$ cat src/rtl/acq_div_pkg.sv
package acq_div_pkg;
    typedef enum logic [1:0] {
        ST_SCAN    = 2'd0,
        ST_CONFIRM = 2'd1,
        ST_SEED    = 2'd2,
        ST_TRACK   = 2'd3
    } acq_st_t;

    localparam logic ANT_A1 = 1'b0;
    localparam logic ANT_A2 = 1'b1;
endpackage

$ cat src/rtl/acq_dwell_timer.sv
module acq_dwell_timer #(
    parameter int DWELL_SYMS = 16
) (
    input  logic clk,
    input  logic rst_n,
    input  logic clr,
    input  logic sym_stb,
    output logic dwell_end
);
    localparam int CW = (DWELL_SYMS > 1) ? $clog2(DWELL_SYMS) : 1;
    localparam logic [CW-1:0] LAST = CW'(DWELL_SYMS - 1);

    logic [CW-1:0] cnt;

    assign dwell_end = sym_stb && !clr && (cnt == LAST);

    always_ff @(posedge clk) begin
        if (!rst_n || clr) begin
            cnt <= '0;
        end else if (sym_stb) begin
            cnt <= dwell_end ? '0 : cnt + 1'b1;
        end
    end
endmodule

$ cat src/rtl/acq_seed_timer.sv
module acq_seed_timer #(
    parameter int SEED_SYMS = 7
) (
    input  logic clk,
    input  logic rst_n,
    input  logic run,
    input  logic sym_stb,
    output logic done
);
    localparam int CW = (SEED_SYMS > 1) ? $clog2(SEED_SYMS) : 1;
    localparam logic [CW-1:0] LAST = CW'(SEED_SYMS - 1);

    logic [CW-1:0] cnt;

    assign done = run && sym_stb && (cnt == LAST);

    always_ff @(posedge clk) begin
        if (!rst_n || !run) begin
            cnt <= '0;
        end else if (sym_stb && !done) begin
            cnt <= cnt + 1'b1;
        end
    end
endmodule

$ cat src/rtl/acq_judge.sv
module acq_judge
    import acq_div_pkg::*;
#(
    parameter int QW = 8,
    parameter int TW = 4,
    parameter int FW = 12
) (
    input  logic          clk,
    input  logic          rst_n,
    input  logic          capture,
    input  logic          dual,
    input  logic          cur_ant,
    input  logic          cur_pass,
    input  logic [QW-1:0] cur_score,
    input  logic [TW-1:0] cur_timing,
    input  logic [FW-1:0] cur_freq,
    output logic          win_ok,
    output logic          win_ant,
    output logic [TW-1:0] win_timing,
    output logic [FW-1:0] win_freq
);
    logic          st_ant;
    logic [QW-1:0] st_score;
    logic [TW-1:0] st_timing;
    logic [FW-1:0] st_freq;
    logic          take_cur;

    always_ff @(posedge clk) begin
        if (!rst_n) begin
            st_ant    <= ANT_A1;
            st_score  <= '0;
            st_timing <= '0;
            st_freq   <= '0;
        end else if (capture) begin
            st_ant    <= cur_ant;
            st_score  <= cur_score;
            st_timing <= cur_timing;
            st_freq   <= cur_freq;
        end
    end

    always_comb begin
        if (dual) begin
            win_ok   = 1'b1;
            take_cur = cur_pass && ((cur_score > st_score) ||
                       ((cur_score == st_score) && (cur_ant == ANT_A1)));
        end else begin
            win_ok   = cur_pass;
            take_cur = 1'b1;
        end
        win_ant    = take_cur ? cur_ant    : st_ant;
        win_timing = take_cur ? cur_timing : st_timing;
        win_freq   = take_cur ? cur_freq   : st_freq;
    end
endmodule

$ cat src/rtl/acq_div_ctrl.sv
module acq_div_ctrl
    import acq_div_pkg::*;
#(
    parameter int QW         = 8,
    parameter int TW         = 4,
    parameter int FW         = 12,
    parameter int DWELL_SYMS = 16,
    parameter int SEED_SYMS  = 7,
    parameter int MW         = 8
) (
    input  logic          clk,
    input  logic          rst_n,
    input  logic          sym_stb,
    input  logic          dual_mode,
    input  logic [MW-1:0] miss_limit,
    input  logic          drop_lock,
    input  logic          amp_ok,
    input  logic          phs_ok,
    input  logic [QW-1:0] q_score,
    input  logic [TW-1:0] q_timing,
    input  logic [FW-1:0] q_freq,
    output logic          ant_sel,
    output logic          locked,
    output logic          data_valid,
    output logic [TW-1:0] lock_timing,
    output logic [FW-1:0] lock_freq
);
    acq_st_t       st, st_nxt;
    logic          dwell_end;
    logic          seed_done;
    logic          capture;
    logic          pass;
    logic          win_ok;
    logic          win_ant;
    logic [TW-1:0] win_timing;
    logic [FW-1:0] win_freq;
    logic [MW-1:0] miss_cnt;
    logic          timer_clr;
    logic          miss_wrap;

    assign pass      = amp_ok && phs_ok;
    assign timer_clr = drop_lock || (st == ST_SEED) || (st == ST_TRACK);
    assign miss_wrap = (miss_limit != '0) && (miss_cnt == miss_limit - 1'b1);
    assign locked     = (st == ST_SEED) || (st == ST_TRACK);
    assign data_valid = (st == ST_TRACK);

    acq_dwell_timer #(.DWELL_SYMS(DWELL_SYMS)) u_dwell (
        .clk(clk), .rst_n(rst_n), .clr(timer_clr),
        .sym_stb(sym_stb), .dwell_end(dwell_end)
    );

    acq_seed_timer #(.SEED_SYMS(SEED_SYMS)) u_seed (
        .clk(clk), .rst_n(rst_n), .run(st == ST_SEED),
        .sym_stb(sym_stb), .done(seed_done)
    );

    acq_judge #(.QW(QW), .TW(TW), .FW(FW)) u_judge (
        .clk(clk), .rst_n(rst_n), .capture(capture), .dual(dual_mode),
        .cur_ant(ant_sel), .cur_pass(pass), .cur_score(q_score),
        .cur_timing(q_timing), .cur_freq(q_freq),
        .win_ok(win_ok), .win_ant(win_ant),
        .win_timing(win_timing), .win_freq(win_freq)
    );

    // next state
    always_comb begin
        st_nxt  = st;
        capture = 1'b0;
        unique case (st)
            ST_SCAN: begin
                if (dwell_end && pass) begin
                    st_nxt  = ST_CONFIRM;
                    capture = 1'b1;
                end
            end
            ST_CONFIRM: begin
                if (dwell_end) st_nxt = win_ok ? ST_SEED : ST_SCAN;
            end
            ST_SEED: begin
                if (seed_done) st_nxt = ST_TRACK;
            end
            ST_TRACK: st_nxt = ST_TRACK;
        endcase
        if (drop_lock) begin
            st_nxt  = ST_SCAN;
            capture = 1'b0;
        end
    end

    // state register
    always_ff @(posedge clk) begin
        if (!rst_n) st <= ST_SCAN;
        else        st <= st_nxt;
    end

    // registered outputs
    always_ff @(posedge clk) begin
        if (!rst_n) begin
            ant_sel     <= ANT_A1;
            miss_cnt    <= '0;
            lock_timing <= '0;
            lock_freq   <= '0;
        end else if (drop_lock) begin
            ant_sel  <= ANT_A1;
            miss_cnt <= '0;
        end else begin
            unique case (st)
                ST_SCAN: begin
                    if (dwell_end) begin
                        if (pass) begin
                            ant_sel  <= dual_mode ? ~ant_sel : ANT_A1;
                            miss_cnt <= '0;
                        end else if (miss_wrap) begin
                            ant_sel  <= ANT_A1;
                            miss_cnt <= '0;
                        end else begin
                            ant_sel  <= dual_mode ? ~ant_sel : ANT_A1;
                            miss_cnt <= miss_cnt + 1'b1;
                        end
                    end
                end
                ST_CONFIRM: begin
                    if (dwell_end && win_ok) begin
                        ant_sel     <= win_ant;
                        lock_timing <= win_timing;
                        lock_freq   <= win_freq;
                    end
                end
                ST_SEED, ST_TRACK: begin
                    miss_cnt <= '0;
                end
            endcase
        end
    end
endmodule

$ cat config.mk
export PLATFORM = sky130hd
export DESIGN_NAME = acq_div_ctrl
export DESIGN_NICKNAME = d
export VERILOG_FILES = /design/src/rtl/acq_div_pkg.sv /design/src/rtl/acq_dwell_timer.sv /design/src/rtl/acq_seed_timer.sv /design/src/rtl/acq_judge.sv /design/src/rtl/acq_div_ctrl.sv
export SDC_FILE = /design/constraint.sdc
export NUM_CORES = 1
export LEC_CHECK = 0
export ABC_AREA = 1
export BUFFER_PORTS_ARGS = -buffer_cell sky130_fd_sc_hd__buf_4
export CORE_MARGIN = 10
export CORE_UTILIZATION = 60
export DETAILED_ROUTE_END_ITERATION = 12
export HOLD_SLACK_MARGIN = 0.15
export PLACE_DENSITY = 0.94
export SYNTH_ARGS = -nofsm -noshare
export SYNTH_HDL_FRONTEND = slang
export SYNTH_SLANG_ARGS = --single-unit
export TNS_END_PERCENT = 30
$ cat constraint.sdc
create_clock -name clk -period 4.6 [get_ports clk]
set_input_delay 0 -clock clk [delete_from_list [all_inputs] [get_ports clk]]
set_output_delay 0 -clock clk [all_outputs]
set_load 0.02 [all_outputs]
==> results.env, run 1 <==
YS_SEQ_ELEMENTS=59
GLOBALROUTEOVERFLOWTOTAL=0
VIAS_PER_CELL=5.49
DIODES=0
SYNTH_CELLS=460
CTS.REPORTEDPATHS.CLKPINSLEW_NS=0.08
MAX_SLEW.WORST_PIN.SLEW_NS=1.05
PLACEMENT.CELL_AREA_UM2=3590
CP_MAX_DELAY_CELL='nand2_1'
TIMING.FINAL.CRIT_PERIOD_NS=2.64
CLK_NETWORK_PWR_SHARE_PCT=46.7
FILL_CELLS=300
PWR-SHARE-COMB_PCT=10.8
TIMING.FMAX_MHz=379
RSZ0062_AT_GRT='false'
FINAL.PERIOD_UTILIZATION_PCT=57.4
CLOCK_TREE.HTREE_LEVEL_COUNT=3
POWER.SWITCHING_uW=290
SYNTH_TOP_CELLS_BY_AREA='dfxtp_1 (37%), nand2_1 (11%), inv_1 (8.4%)'
POWER.TOTAL_mW=1.20
CLK-INSERTION-DELAY-LATE_NS=0.36
POST_SYNTH.CELL_AREA_AVG_UM2=6.96
GR-USAGE-ALL-LAYERS_PCT=23.0
CLK_ROOT_BUFFER_CELL='clkbuf_8'
DETAIL_ROUTE.DRC_VIOLATIONS=0
ROUTEDWLPERCELL_UM=15.7
NETS=611
PORT_BUFFERS=57
ANTENNA_VIOLATIONS_BEFORE_REPAIR=0
NUMBER_OF_SLEW_LIMIT_VIOLATIONS_IN_THE_FINAL_REPORT=0
LAYOUT.CELL_AREA.NON_FILLER_UM2=4300
FIN_TNS_SETUP_NS=0
CRITICAL_PATH_MOST_COMMON_CELL='nand2_1'
DIE-AREA_UM2=8650
GRT_PASS1_WL_MM=16.3
VDD.IR_DROP.WORST_mV=0.213
SYNTH-SEQ-AREA-SHARE_PCT=36.9
TRITONCTS.NUM_BUFFERS=9
DETAIL_ROUTE.FIRST_PASS.ITERATIONS=5
SETUP.WORST_PATH.END_CLASS='flip-flop'
CLOCK_SINKS=59
POSTCTSSETUPREPAIRBUFS=0
PLACE.GP.CONGESTION=0.767
POST-ROUTE-WORST-SETUP-SLACK_NS=1.96
CRIT_CHAIN='inv_1, ha_1, nand2_1, nor2_1, nand2_1, o21ai_1, inv_1, nand2_1, nand2_1, o211ai_1, nand2_1, inv_1'
HOLD_PATH.CLASS='in -> reg'
REQUIRED_TIME_OF_THE_WORST_SETUP_PATH_NS=4.90
STARTPOINT_TYPE='flip-flop'
SEQ_POWER_SHARE_PCT=42.6
P_LEAK_nW=1.97
FLOORPLAN.INITIALDENSITY_PCT=62.2
ANTENNA_VIOLATING_NETS_POST_ROUTE=0
CRITICALPATHCATEGORY='reg -> reg'
PLACEMENTROWS=26
NUMBER_OF_MAX_CAP_VIOLATIONS=0
TOP_LEVEL_I_O_COUNT=58
SWITCHING_SHARE_PCT=24.1
SYNTH.DISTINCT_CELLS=35
CP_SLOWEST_STAGE_DELAY_NS=0.61
FLOORPLAN.CORE_AREA_UM2=5140
DETAILROUTE.VIA_COUNT=3483
AREA_GROWTH_SYN_TO_LAYOUT_PCT=34.3
CTS_TREE='yes'
SLEW_MARGIN_REL_PCT=29.6
CHIPHEIGHT_UM=93.0
CTS_BUFFER_DEPTH=2
PLACE_WS_NS=2.22
OUTCOME='completed'
FIN_WORST_SKEW_NS=0.0167
FINAL-HOLD-VIOLATION-COUNT=0
NETLIST_AREA_UM2=3200
WORST_EP_ARRIVAL_TIME_NS=2.94
P_INT_uW=912
FLOORPLAN.DIE.WIDTH_UM=93.0
SYNTH_NETS=512
POST-SYNTH-TOP-AREA-FRACTION_PCT=36.9
VIA_COUNT_OF_THE_FIRST_GLOBAL_ROUTING_PASS=3524
FINALWIRELENGTH_MM=9.94
GRT_MAX_DEGREE=51
SYNTH_AREA_LEADER_CELL='dfxtp_1'
SYNTH_WARNINGS=0
TIMING.CRITICAL_PATH.FANOUT_MAX=32
CELLPOWERDENSITY_nW_PER_UM2=280
FIRST_ITER_VIOLATIONS=304
DRIVE_GT1_SHARE_PCT=15.6
SETUP_VIOL_COUNT_FINAL=0
DP_HPWL_MM=5.39
==> power by group through the flow <==
stage	combinational, mW	clock (mW)	sequential, mW
2_1_floorplan	0.0500	0	0.523
3_5_place_dp	0.0898	0	0.523
4_1_cts	0.123	0.546	0.512
3_3_place_gp	0.0865	0	0.523
6_report	0.129	0.561	0.512
5_1_grt	0.141	0.580	0.512
==> per-layer routing <==
metal / share of wire, % / vias up / GRT usage (%)
li1: - / 1660 / -
met1: 37 / 1598 / 22.9
met2: 51 / 181 / 41.4
met3: 7.6 / 44 / 7.59
met4: 4.2 / 0 / 12.6
met5: 0 / - / 0
==> placed cells by master, fill, tap and decap left out, drive strengths merged, types with 12 or more instances in the layout <==
master	synthesis	final
o211ai	16	16
dfxtp	59	59
a21oi	43	43
dlygate4sd3	0	48
clkbuf	4	12
nand2	95	95
nor2	62	62
ha	13	13
o21ai	30	30
nand3	23	23
inv	78	78
buf	13	57
==> registers in the layout (all words and copies together) (netlist names) <==
register,flops
u_judge.st_ant,1
u_judge.st_timing,4
lock_freq,12
lock_timing,4
u_seed.cnt,3
miss_cnt,8
u_judge.st_score,8
u_judge.st_freq,12
ant_sel,1
u_dwell.cnt,4
st,2
==> logic make-up after synthesis <==
logic type / count (synthesis) / share of synthesized area (%)
simple gates: 191 / 26.2
mux: 1 / 0.313
compound gates: 91 / 15.6
xor+xnor: 10 / 2.74
fa+ha+maj: 13 / 5.08
flops: 59 / 36.9
buf+inv: 95 / 13.2
==> timing repair <==
action                    4_1_cts  5_1_grt
hold buffers                   48        0
hold endpoints to repair       59        0
resized for setup               0        0
==> synthesized netlist by cell type, drive strengths merged <==
library cell / instances
a21oi: 43
and3: 1
buf: 13
clkbuf: 4
dfxtp: 59
ha: 13
inv: 78
mux2i: 1
nand2: 95
nand3: 23
nand3b: 1
nand4: 2
nor2: 62
nor3: 5
nor3b: 2
o211ai: 16
o21ai: 30
o21bai: 1
o22ai: 1
xnor2: 3
xor2: 7
==> metrics by stage <==
stage / utilization, % / hold slack (ns) / cells
2_1_floorplan: - / 0.173 / 460
3_3_place_gp: 69.8 / 0.273 / 570
3_5_place_dp: 69.8 / 0.286 / 570
4_1_cts: 83.6 / 0.183 / 634
5_1_grt: 83.6 / 0.233 / 634
6_report: 83.6 / 0.229 / 634
==> area by class of cell <==
| class | count | area, um^2 | area share [%] |
|---|---|---|---|
| multi-input combinational | 306 | 1600 | 37.2 |
| tap | 70 | 87.6 | 2.04 |
| sequential | 59 | 1180 | 27.5 |
| clock inverter | 4 | 72.6 | 1.69 |
| inverter | 78 | 295 | 6.87 |
| clock buffer | 12 | 155 | 3.61 |
| timing repair buffer | 105 | 908 | 21.1 |
==> worst max-delay path: cells and delay by family (launching register included) <==
family                     cells  cell delay [ns]
adders and majority gates      1             0.29
and+or+nand+nor                6             1.15
DFF                            1             0.31
AOI/OAI and AO/OA              2             0.66
buffers and inverters          3             0.20
==> worst paths after layout <==
| path | startpoint | end | slack, ns | cells after the start |
|---|---|---|---|---|
| max | u_judge.st_score[7]$_SDFFE_PN0P_ | lock_freq[1]$_SDFFE_PN0P_ | 1.96 | 12 |
| min | phs_ok | ant_sel$_SDFFE_PP0P_ | 0.23 | 5 |
| max reg2reg | u_judge.st_score[7]$_SDFFE_PN0P_ | lock_freq[1]$_SDFFE_PN0P_ | 1.96 | 12 |
| min reg2reg | u_judge.st_score[2]$_SDFFE_PN0P_ | u_judge.st_score[2]$_SDFFE_PN0P_ | 0.46 | 2 |
(Power assumes the default switching activity.)
==> inputs of run 2 (changes only) <==
--- a/config.mk
+++ b/config.mk
@@ -5,13 +5,13 @@
 export SDC_FILE = /design/constraint.sdc
 export NUM_CORES = 1
 export LEC_CHECK = 0
-export ABC_AREA = 1
+export ABC_AREA = 0
 export BUFFER_PORTS_ARGS = -buffer_cell sky130_fd_sc_hd__buf_4
 export CORE_MARGIN = 10
-export CORE_UTILIZATION = 60
+export CORE_UTILIZATION = 50
 export DETAILED_ROUTE_END_ITERATION = 12
 export HOLD_SLACK_MARGIN = 0.15
-export PLACE_DENSITY = 0.94
+export PLACE_DENSITY = 0.85
 export SYNTH_ARGS = -nofsm -noshare
 export SYNTH_HDL_FRONTEND = slang
 export SYNTH_SLANG_ARGS = --single-unit
==> constraint.sdc (replaced) <==
create_clock -name clk -period 2.21 [get_ports clk]
set_input_delay 0 -clock clk [delete_from_list [all_inputs] [get_ports clk]]
set_output_delay 0 -clock clk [all_outputs]
set_load 0.02 [all_outputs]
==> results.env, run 2 <==
OUTCOME='completed'
ROUTEDWLPERCELL_UM=14.6  # -7.1%
FLOORPLAN.INITIALDENSITY_PCT=51.2  # -11 points
DP_HPWL_MM=5.09  # -5.7%
SYNTH_AREA_LEADER_CELL='dfxtp_1'
CP_MAX_DELAY_CELL='dfxtp_1'
TIMING.FINAL.CRIT_PERIOD_NS=1.93  # -0.709 ns
ANTENNA_VIOLATING_NETS_POST_ROUTE=0  # unchanged
FINAL-HOLD-VIOLATION-COUNT=0  # unchanged
CTS_BUFFER_DEPTH=2  # unchanged
CELLPOWERDENSITY_nW_PER_UM2=529  # +89%
SLEW_MARGIN_REL_PCT=68.2  # +39 points
CTS.REPORTEDPATHS.CLKPINSLEW_NS=0.06  # -0.02 ns
P_LEAK_nW=1.57  # -20%
DETAIL_ROUTE.DRC_VIOLATIONS=0  # unchanged
CPLARGESTDELAYFAMILY='simple AND/OR/NAND/NOR gates'
YS_SEQ_ELEMENTS=59  # unchanged
DIE-AREA_UM2=9480  # +9.6%
SETUP_VIOL_COUNT_FINAL=0  # unchanged
FILL_CELLS=465  # +55%
NETLIST_AREA_UM2=2990  # -6.5%
SETUP.WORST_PATH.END_CLASS='flip-flop'
FIN_TNS_SETUP_NS=0  # unchanged
PLACE_WS_NS=0.295  # -1.93 ns
ANTENNA_VIOLATIONS_BEFORE_REPAIR=0  # unchanged
CP_SLOWEST_STAGE_DELAY_NS=0.32  # -0.29 ns
FINALHOLDWORSTSLACK_NS=0.299  # +0.0695 ns
FIN_WORST_SKEW_NS=0.00738  # -0.00929 ns
SYNTH_CELLS=363  # -21%
LAYOUT_COMMON_CELLS='nand2_1 (70), buf_4 (62), dfxtp_1 (59), dlygate4sd3_1 (30)'
DIODES=0  # unchanged
FLOORPLAN.DIE.WIDTH_UM=97.4  # +4.7%
AREA_GROWTH_SYN_TO_LAYOUT_PCT=32.4
GLOBALROUTEOVERFLOWTOTAL=0  # unchanged
CTS_TREE='yes'
YOSYSMOSTFREQUENTCELL='nand2_1'
PLACEMENTROWS=28  # +7.7%
LARGEST_REGISTERS_RANKED_BY_FLIP_FLOP_COUNT='lock_freq x12, u_judge.st_freq x12'
LAYOUT_COMMONEST_CELL='nand2_1'
DETAILROUTE.VIA_COUNT=2859  # -18%
CLK-INSERTION-DELAY-LATE_NS=0.34  # -0.02 ns
GRT_MAX_DEGREE=45  # -12%
SYNTH-SEQ-AREA-SHARE_PCT=39.5  # +2.5 points
REQUIRED_TIME_OF_THE_WORST_SETUP_PATH_NS=2.42  # -2.48 ns
SYNTH.DISTINCT_CELLS=41  # +17%
TOP_LEVEL_I_O_COUNT=58  # unchanged
ASYNCSETRESETFLOPFRACSYNTH_PCT=0  # unchanged
SYNTH_TOP_CELLS_BY_AREA='dfxtp_1 (39%), nand2_1 (8.8%), a21boi_0 (6.3%)'
TIMING.FMAX_MHz=518  # +37%
POST_SYNTH.CELL_AREA_AVG_UM2=8.24  # +19%
RSZ0062_AT_GRT='false'
DETAIL_ROUTE.FIRST_PASS.ITERATIONS=4  # -1
TIMING.CRITICAL_PATH.FANOUT_MAX=17  # -47%
GR-USAGE-ALL-LAYERS_PCT=16.1  # -6.9 points
WORST_EP_ARRIVAL_TIME_NS=2.14  # -0.80 ns
MAX_SLEW.WORST_PIN.SLEW_NS=0.476  # -0.577 ns
CRITICALPATHCATEGORY='reg -> reg'
DRIVE_GT1_SHARE_PCT=18.8  # +3.2 points
NUMBER_OF_MAX_CAP_VIOLATIONS=0  # unchanged
YS_FLOP_TYPE='dfxtp_1'
VIAS_PER_CELL=5.41  # -1.4%
CLK_ROOT_BUFFER_CELL='clkbuf_8'
VDD.IR_DROP.WORST_mV=0.403  # +89%
POST-ROUTE-WORST-SETUP-SLACK_NS=0.280  # -1.68 ns
FIRST_ITER_VIOLATIONS=127  # -58%
CLOCK_TREE.HTREE_LEVEL_COUNT=3  # unchanged
GRT_PASS1_WL_MM=13.0  # -20%
TRITONCTS.NUM_BUFFERS=9  # unchanged
NUMBER_OF_SLEW_LIMIT_VIOLATIONS_IN_THE_FINAL_REPORT=0  # unchanged
CLOCK_SINKS=59  # unchanged
FLOORPLAN.CORE_AREA_UM2=5850  # +14%
STARTPOINT_TYPE='flip-flop'
SYNTH_NETS=415  # -19%
FINALWIRELENGTH_MM=7.69  # -23%
NETS=502  # -18%
SYNTH_WARNINGS=0  # unchanged
POST-SYNTH-TOP-AREA-FRACTION_PCT=39.5  # +2.5 points
VIA_COUNT_OF_THE_FIRST_GLOBAL_ROUTING_PASS=2903  # -18%
PORT_BUFFERS=57  # unchanged
PLACE.GP.CONGESTION=0.909  # +18%
CELL_TYPES_WITH_THE_HIGHEST_COUNTS_AFTER_SYNTHESIS='nand2_1 (70), dfxtp_1 (59), a21boi_0 (25), a21oi_1 (25), o21ai_0 (21)'
SYNTH-EDFF-COUNT=0  # unchanged
FINAL.PERIOD_UTILIZATION_PCT=87.3  # +30 points
CHIPHEIGHT_UM=97.4  # +4.7%
CRIT_CHAIN='inv_1, ha_1, nand4_1, nor4_1, o21ai_0, o21ai_2, buf_12, mux2i_1, a21oi_1'
HOLD_PATH.CLASS='in -> reg'
WORST-PATH-BUF-INV=2  # -1
[run 2: changes by cell type after synthesis, sizes merged, moves of 11 or more]
cell    before  now
a21boi       0   25
a21oi       43   25
buf         13    2
clkbuf       4   15
inv         78   15
mux2i        1   18
nand2       95   70
nand3       23   12
nor2        62   19
o211ai      16    3
[run 2: kinds of logic (layout without fill, tap and decap cells)]
family	after synthesis	in the layout	synth area share [%]
XOR/XNOR	14	14	4.10
buffers and inverters	32	122	4.10
AO/OA/AOI/OAI	90	90	18.9
AND/OR/NAND/NOR	137	137	22.0
flip-flops	59	59	39.5
multiplexers	18	18	6.02
adder cells (fa/ha/maj)	13	13	5.43
[run 2: worst reg2reg max path, stage by stage, from the launching register on]
cell	delay, ns
dfxtp_1	0.32
inv_1	0.04
ha_1	0.30
nand4_1	0.14
nor4_1	0.24
o21ai_0	0.13
o21ai_2	0.10
buf_12	0.20
mux2i_1	0.23
a21oi_1	0.10
[run 2: final timing paths]
check | startpoint | endpoint | slack, ns | cells past startpoint
worst max-delay path | u_judge.st_score[7]$_SDFFE_PN0P_ | lock_freq[6]$_SDFFE_PN0P_ | 0.28 | 9
worst min-delay path | miss_limit[0] | miss_cnt[5]$_SDFFE_PP0P_ | 0.30 | 6
worst min register to register | u_judge.st_score[3]$_SDFFE_PN0P_ | u_judge.st_score[3]$_SDFFE_PN0P_ | 0.46 | 2
worst max register to register | u_judge.st_score[7]$_SDFFE_PN0P_ | lock_freq[6]$_SDFFE_PN0P_ | 0.28 | 9
[run 2: area by class of cell]
type	count	area, um^2	share of cell area [%]
multi-input combinational	272	1700	42.9
inverter	15	56.3	1.42
timing repair buffer	93	786	19.8
clock buffer	10	128	3.22
tap	75	93.8	2.37
clock inverter	4	20.0	0.505
sequential	59	1180	29.8
[run 2: report_power, final]
group | internal, mW | total (mW) | switching, mW
clock | 0.385 | 0.788 | 0.403
sequential | 1.06 | 1.07 | 0.00115
combinational | 0.137 | 0.242 | 0.106
[run 2: through the flow]
step           util [%]  cell area, um^2  instances  total power, mW
2_1_floorplan         -             2990        363             1.19
3_3_place_gp       60.1             3520        484             1.28
3_5_place_dp       60.1             3520        484             1.29
4_1_cts            67.8             3960        528             2.11
5_1_grt            67.8             3960        528             2.16
6_report           67.8             3960        528             2.10
[run 2: per-layer routing]
layer | up-vias | global-route usage [%] | wire length (um)
met1 | 1342 | 17.7 | 3210
met4 | 0 | 8.17 | 199
li1 | 1433 | - | -
met5 | - | 0 | 0
met2 | 67 | 28.0 | 3860
met3 | 17 | 4.05 | 424
[run 2: what timing repair did]
item                                   CTS  global route
endpoints found under the hold margin   57             0
resized for setup                        0             0
setup buffers                            0             0
hold buffers                            30             0
